$ cat src/rtl/sr_stack_pkg.sv
package sr_stack_pkg;
  localparam int SR_W     = 32;
  localparam int SR_KEEP  = 2;
  localparam int SR_FIELD = 10;
  localparam int SR_LOW_W = SR_W - SR_KEEP;

  typedef enum logic [2:0] {
    OP_NONE  = 3'd0,
    OP_PUSH  = 3'd1,
    OP_POP   = 3'd2,
    OP_SETF  = 3'd3,
    OP_CLRF  = 3'd4,
    OP_WRITE = 3'd5
  } sr_op_e;

  // Shift the flag stack up by one field; the fixed top bits ride along.
  function automatic logic [SR_W-1:0] push_word(input logic [SR_W-1:0] w);
    logic [SR_LOW_W-1:0] low;
    low = w[SR_LOW_W-1:0] << SR_FIELD;
    return {w[SR_W-1:SR_LOW_W], low};
  endfunction

  // Shift the flag stack down by one field; the bits just under the fixed top are dropped.
  function automatic logic [SR_W-1:0] pop_word(input logic [SR_W-1:0] w);
    logic [SR_LOW_W-1:0] low;
    low = {{SR_KEEP{1'b0}}, w[SR_LOW_W-SR_KEEP-1:0]} >> SR_FIELD;
    return {w[SR_W-1:SR_LOW_W], low};
  endfunction

  function automatic logic op_known(input logic [2:0] c);
    return (c >= 3'd1) && (c <= 3'd5);
  endfunction
endpackage

$ cat src/rtl/sr_next_state.sv
module sr_next_state
  import sr_stack_pkg::*;
#(
  parameter int USER_BIT = 8
) (
  input  logic [2:0]      op_code,
  input  logic [SR_W-1:0] op_data,
  input  logic [SR_W-1:0] cur,
  output logic [SR_W-1:0] nxt,
  output logic            swap
);
  always_comb begin
    nxt  = cur;
    swap = 1'b0;
    case (op_code)
      OP_PUSH:  nxt = push_word(cur);
      OP_POP: begin
        nxt  = pop_word(cur);
        swap = nxt[USER_BIT];
      end
      OP_SETF: begin
        nxt  = cur | op_data;
        swap = !cur[USER_BIT] && op_data[USER_BIT];
      end
      OP_CLRF:  nxt = cur & ~op_data;
      OP_WRITE: nxt = op_data;
      default:  nxt = cur;
    endcase
  end


  always_comb begin
    if (swap) begin
      swap_user_chk: assert (nxt[USER_BIT]);
    end
  end
endmodule

$ cat src/rtl/sr_sp_bank.sv
module sr_sp_bank
  import sr_stack_pkg::*;
(
  input  logic            clk,
  input  logic            rst_n,
  input  logic            apply,
  input  logic            swap,
  input  logic [SR_W-1:0] sp_in,
  input  logic [SR_W-1:0] usp_in,
  output logic [SR_W-1:0] sp_out,
  output logic [SR_W-1:0] ksp_q
);
  always_ff @(posedge clk) begin
    if (!rst_n) begin
      sp_out <= '0;
      ksp_q  <= '0;
    end else if (apply) begin
      if (swap) begin
        ksp_q  <= sp_in;
        sp_out <= usp_in;
      end else begin
        sp_out <= sp_in;
      end
    end
  end


  swap_load_chk: assert property (@(posedge clk) disable iff (!rst_n)
    (apply && swap) |=> (sp_out == $past(usp_in)) && (ksp_q == $past(sp_in)));

  noswap_load_chk: assert property (@(posedge clk) disable iff (!rst_n)
    (apply && !swap) |=> (sp_out == $past(sp_in)) && $stable(ksp_q));
endmodule

$ cat src/rtl/sr_mode_stack.sv
module sr_mode_stack
  import sr_stack_pkg::*;
#(
  parameter int USER_BIT = 8
) (
  input  logic            clk,
  input  logic            rst_n,
  input  logic            op_valid,
  input  logic [2:0]      op_code,
  input  logic [SR_W-1:0] op_data,
  input  logic [SR_W-1:0] sp_in,
  input  logic [SR_W-1:0] usp_in,
  output logic [SR_W-1:0] stat_q,
  output logic [SR_W-1:0] sp_out,
  output logic [SR_W-1:0] ksp_q
);
  logic [SR_W-1:0] stat_nxt;
  logic            swap_req;
  logic            apply;

  assign apply = op_valid && op_known(op_code);

  sr_next_state #(.USER_BIT(USER_BIT)) u_next (
    .op_code (op_code),
    .op_data (op_data),
    .cur     (stat_q),
    .nxt     (stat_nxt),
    .swap    (swap_req)
  );

  always_ff @(posedge clk) begin
    if (!rst_n)     stat_q <= '0;
    else if (apply) stat_q <= stat_nxt;
  end

  sr_sp_bank u_sp (
    .clk    (clk),
    .rst_n  (rst_n),
    .apply  (apply),
    .swap   (swap_req),
    .sp_in  (sp_in),
    .usp_in (usp_in),
    .sp_out (sp_out),
    .ksp_q  (ksp_q)
  );


  keep_top_chk: assert property (@(posedge clk) disable iff (!rst_n)
    (op_valid && (op_code == OP_PUSH || op_code == OP_POP))
      |=> stat_q[SR_W-1:SR_LOW_W] == $past(stat_q[SR_W-1:SR_LOW_W]));

  setf_mask_chk: assert property (@(posedge clk) disable iff (!rst_n)
    (op_valid && op_code == OP_SETF) |=> ((stat_q & $past(op_data)) == $past(op_data)));

  clrf_noswap_chk: assert property (@(posedge clk) disable iff (!rst_n)
    (op_valid && op_code == OP_CLRF) |=> ((stat_q & $past(op_data)) == '0) && $stable(ksp_q));

  idle_hold_chk: assert property (@(posedge clk) disable iff (!rst_n)
    !apply |=> $stable(stat_q) && $stable(sp_out) && $stable(ksp_q));
endmodule

$ cat config.mk
export PLATFORM = sky130hd
export DESIGN_NAME = sr_mode_stack
export DESIGN_NICKNAME = d
export VERILOG_FILES = /design/src/rtl/sr_stack_pkg.sv /design/src/rtl/sr_next_state.sv /design/src/rtl/sr_sp_bank.sv /design/src/rtl/sr_mode_stack.sv
export SDC_FILE = /design/constraint.sdc
export NUM_CORES = 1
export LEC_CHECK = 0
export BUFFER_PORTS_ARGS = -buffer_cell sky130_fd_sc_hd__buf_2
export CORE_ASPECT_RATIO = 2
export CORE_UTILIZATION = 46
export DETAILED_ROUTE_END_ITERATION = 12
export MAX_ROUTING_LAYER = met4
export PLACE_DENSITY = 0.77
export SYNTH_ARGS = -nofsm -noshare
export SYNTH_HDL_FRONTEND = slang
export SYNTH_HIERARCHICAL = 1
export SYNTH_SLANG_ARGS = --single-unit
$ cat constraint.sdc
create_clock -name clk -period 1.9 [get_ports clk]
set_input_delay 0.095 -clock clk [delete_from_list [all_inputs] [get_ports clk]]
set_output_delay 0.095 -clock clk [all_outputs]
set_load 0.03 [all_outputs]
==> impl_results.md <==
- Tmin final: between 1500 and 2000 ps
- Syn. warnings: 6
- Final hold violation count: 0
- Crit path capture type: register
- Clk_skew: 11.8 ps
- Max-cap viol count: 0
- Cell Pwr Density: between 600 and 700 nW/um2
- DRT antenna net count: 0
- Main flop type after synthesis: dfxtp_1
- Outcome: completed
- Final setup viols: 0
- Post-CTS Setup Bufs: 0
- Worst VDD drop: between 0.0004 and 0.0005 V
- Leakage: 3.22 nW
- Post-synth ARST share: 0%
- #FFs+latches synth: 96
- Total GRT Usage: 26.4%
- Cells after Synth: 686
- Measured slew at the worst slew-check pin: between 500 and 600 ps
- Syn nets: about 800
- H-Tree Depth: 3
- Sink Count: 96
- Placed insts: slightly above 1,000
- Share of layout cells above drive strength 1: 30.0%
- Relative slew slack: 62.4%
- CTS Buffer Depth: 2
- Initial Util: a little under half
- Initial antenna violation count: 0
- Core area: 12,100 um2
- Fin cells: 1,024
- Worst-path cell chain: o21ai_0 > and3_4 > buf_4 > mux2i_1 > a21oi_1
- Port Buffers: 197
- TritonCTS clock tree: yes
- Io pins: between 150 and 200
- DP Area: 6890 um2
- Fill cell count: 1,125
- Post-synthesis sequential area ratio: 33.7%
- Post-route cell area: 7180 um2
- Total power: 0.00501 W
- DP HPWL: 12,300 um
- Worst-skew pair later-pin latency: between 300 and 400 ps
- Tcrit/Tclk final: 87.7%
- Worst Path Arrival: 1880 ps
- DR iter-0 viols: 235
- Avg Vias per Cell: 5.67
- Vias in the first global route: 5,424
- Clk slew on worst S/H paths: 80 ps
- Fin Setup TNS: 0 ps
- First-pass GRT wire length: between 20,000 and 30,000 um
- Worst min path class: primary input to register
- Die Wd: between 80 and 90 um
- Cts bufs inserted: 9
- Number of synthesized flops with an enable pin: 0
- Clk root buf: clkbuf_16
- Vias: 5,802
- CP max FO: 9
- DR pass1 iterations: 4
- Fin. max-slew vios: 0
- Crit-path max cell delay: between 300 and 400 ps
- Worst setup path class: register to register
- # DRC: 0
- Hold buffer count at cts: 0
- Overflow after GRT: 0
- Placer Congestion: 0.882
- Count of different cell masters after synthesis: 44
- N_diodes: 0
- Syn_area_per_cell: 8.32 um2
- Util after Layout: 59.2%
- Resized Gates After CTS: 0
- Wire length per cell: 16.5 um
- Layout area overhead: 25.7%
- Fmax achieved: roughly 600 MHz
- Cell area after synthesis: roughly 5700 um2
- Req. time, crit path: approximately 2100 ps
- # rows: 57
- Worst setup SP type: register
- Slowest-stage cell, CP: dfxtp_1
- Largest net degree at the start of global routing: 82
- RSZ-0062 raised after global routing: false
- Die area: 12,900 um2
- Routed wire length: 16,900 um
- Die Y: 160 um
- # nets final: around 1,000
[final timing paths]
check | from | end | slack [ps] | cells after the start
min reg2reg | stat_q[29] | stat_q[29] | 480 | 2
min | usp_in[3] | u_sp/sp_out[3] | 50 | 3
max | stat_q[8] | u_sp/sp_out[10] | 230 | 5
max reg2reg | stat_q[8] | u_sp/sp_out[10] | 230 | 5
[cell families after synthesis]
kind of cell               after synthesis  share of synthesized area [%]
AOI/OAI and AO/OA                      262                           29.3
adders and majority gates                4                          0.789
buffers and inverters                   71                           7.56
and+or+nand+nor                        178                           15.6
DFF                                     96                           33.7
muxes                                   73                           12.8
xor gates and xnor gates                 2                          0.307
[metal layers]
metal | vias up | GRT usage, % | part of all wire [%]
met5 | - | - | 0
met4 | 0 | 14.4 | 4.7
met3 | 57 | 4.58 | 5.8
met2 | 246 | 48.0 | 52
met1 | 2660 | 25.3 | 37
li1 | 2839 | - | -
[cells in the mapped netlist, drive strengths merged, types with 8 or more instances]
cell type	count	area, um2
nor2	34	130
o21a	32	240
a21boi	33	248
nor4bb	8	80.1
mux2i	73	731
dfxtp	96	1920
o21ai	57	285
clkbuf	28	106
o2bb2ai	16	140
a21oi	80	400
nand2	84	315
a31oi	9	56.3
a22o	8	70.1
buf	35	295
a2bb2oi	10	87.6
and3	34	213
[state kept, by name, summed over array words and instances (netlist names)]
register / count
stat_q: 32
u_sp/sp_out: 32
u_sp/ksp_q: 32
[critical path: cells and delay by family (launching register included)]
family                 cells  cell delay [ps]
AOI/OAI and AO/OA          2              420
buffers and inverters      1              210
muxes                      1              230
DFF                        1              350
and+or+nand+nor            1              320
[per-stage QoR]
step	hold WS, ps	worst slack [ps]
2_1_floorplan	292	137
3_3_place_gp	383	129
3_5_place_dp	396	94.5
4_1_cts	33.3	240
5_1_grt	48.2	160
6_report	48.2	234
[cell usage in the layout, fill, tap and decap left out, drive strengths merged, types with 3 or more instances in the layout]
| cell | n |
|---|---|
| clkbuf | 10 |
| buf | 238 |
| o221ai | 3 |
| nand2 | 84 |
| o21ai | 57 |
| a22o | 8 |
| a21oi | 80 |
| clkinvlp | 3 |
| nor4bb | 8 |
| o21bai | 7 |
| a31oi | 9 |
| inv | 9 |
| a2bb2oi | 10 |
| dfxtp | 96 |
| and3 | 34 |
| nor2b | 5 |
| a21boi | 33 |
| o21a | 32 |
| mux2i | 73 |
| nor2 | 34 |
| nand2b | 5 |
| maj3 | 3 |
| o2bb2ai | 16 |
[final cells by class]
cell class	instances	area, um2	share of cell area [%]
clock buffers	10	229	3.19
clock inverters	6	53.8	0.750
inverters	8	30.0	0.418
multi-input cells	519	3360	46.8
flip-flops and latches	96	1920	26.8
well taps	147	184	2.56
repair buffers	238	1400	19.5
[report_power, final]
group | switching [W] | leakage (nW) | internal (W) | total (W)
logic | 0.000672 | 2.31 | 0.000419 | 0.00109
registers | 0.0000501 | 0.782 | 0.00209 | 0.00214
clock network | 0.000862 | 0.129 | 0.000911 | 0.00177
Power figures use the tool's default switching activity.
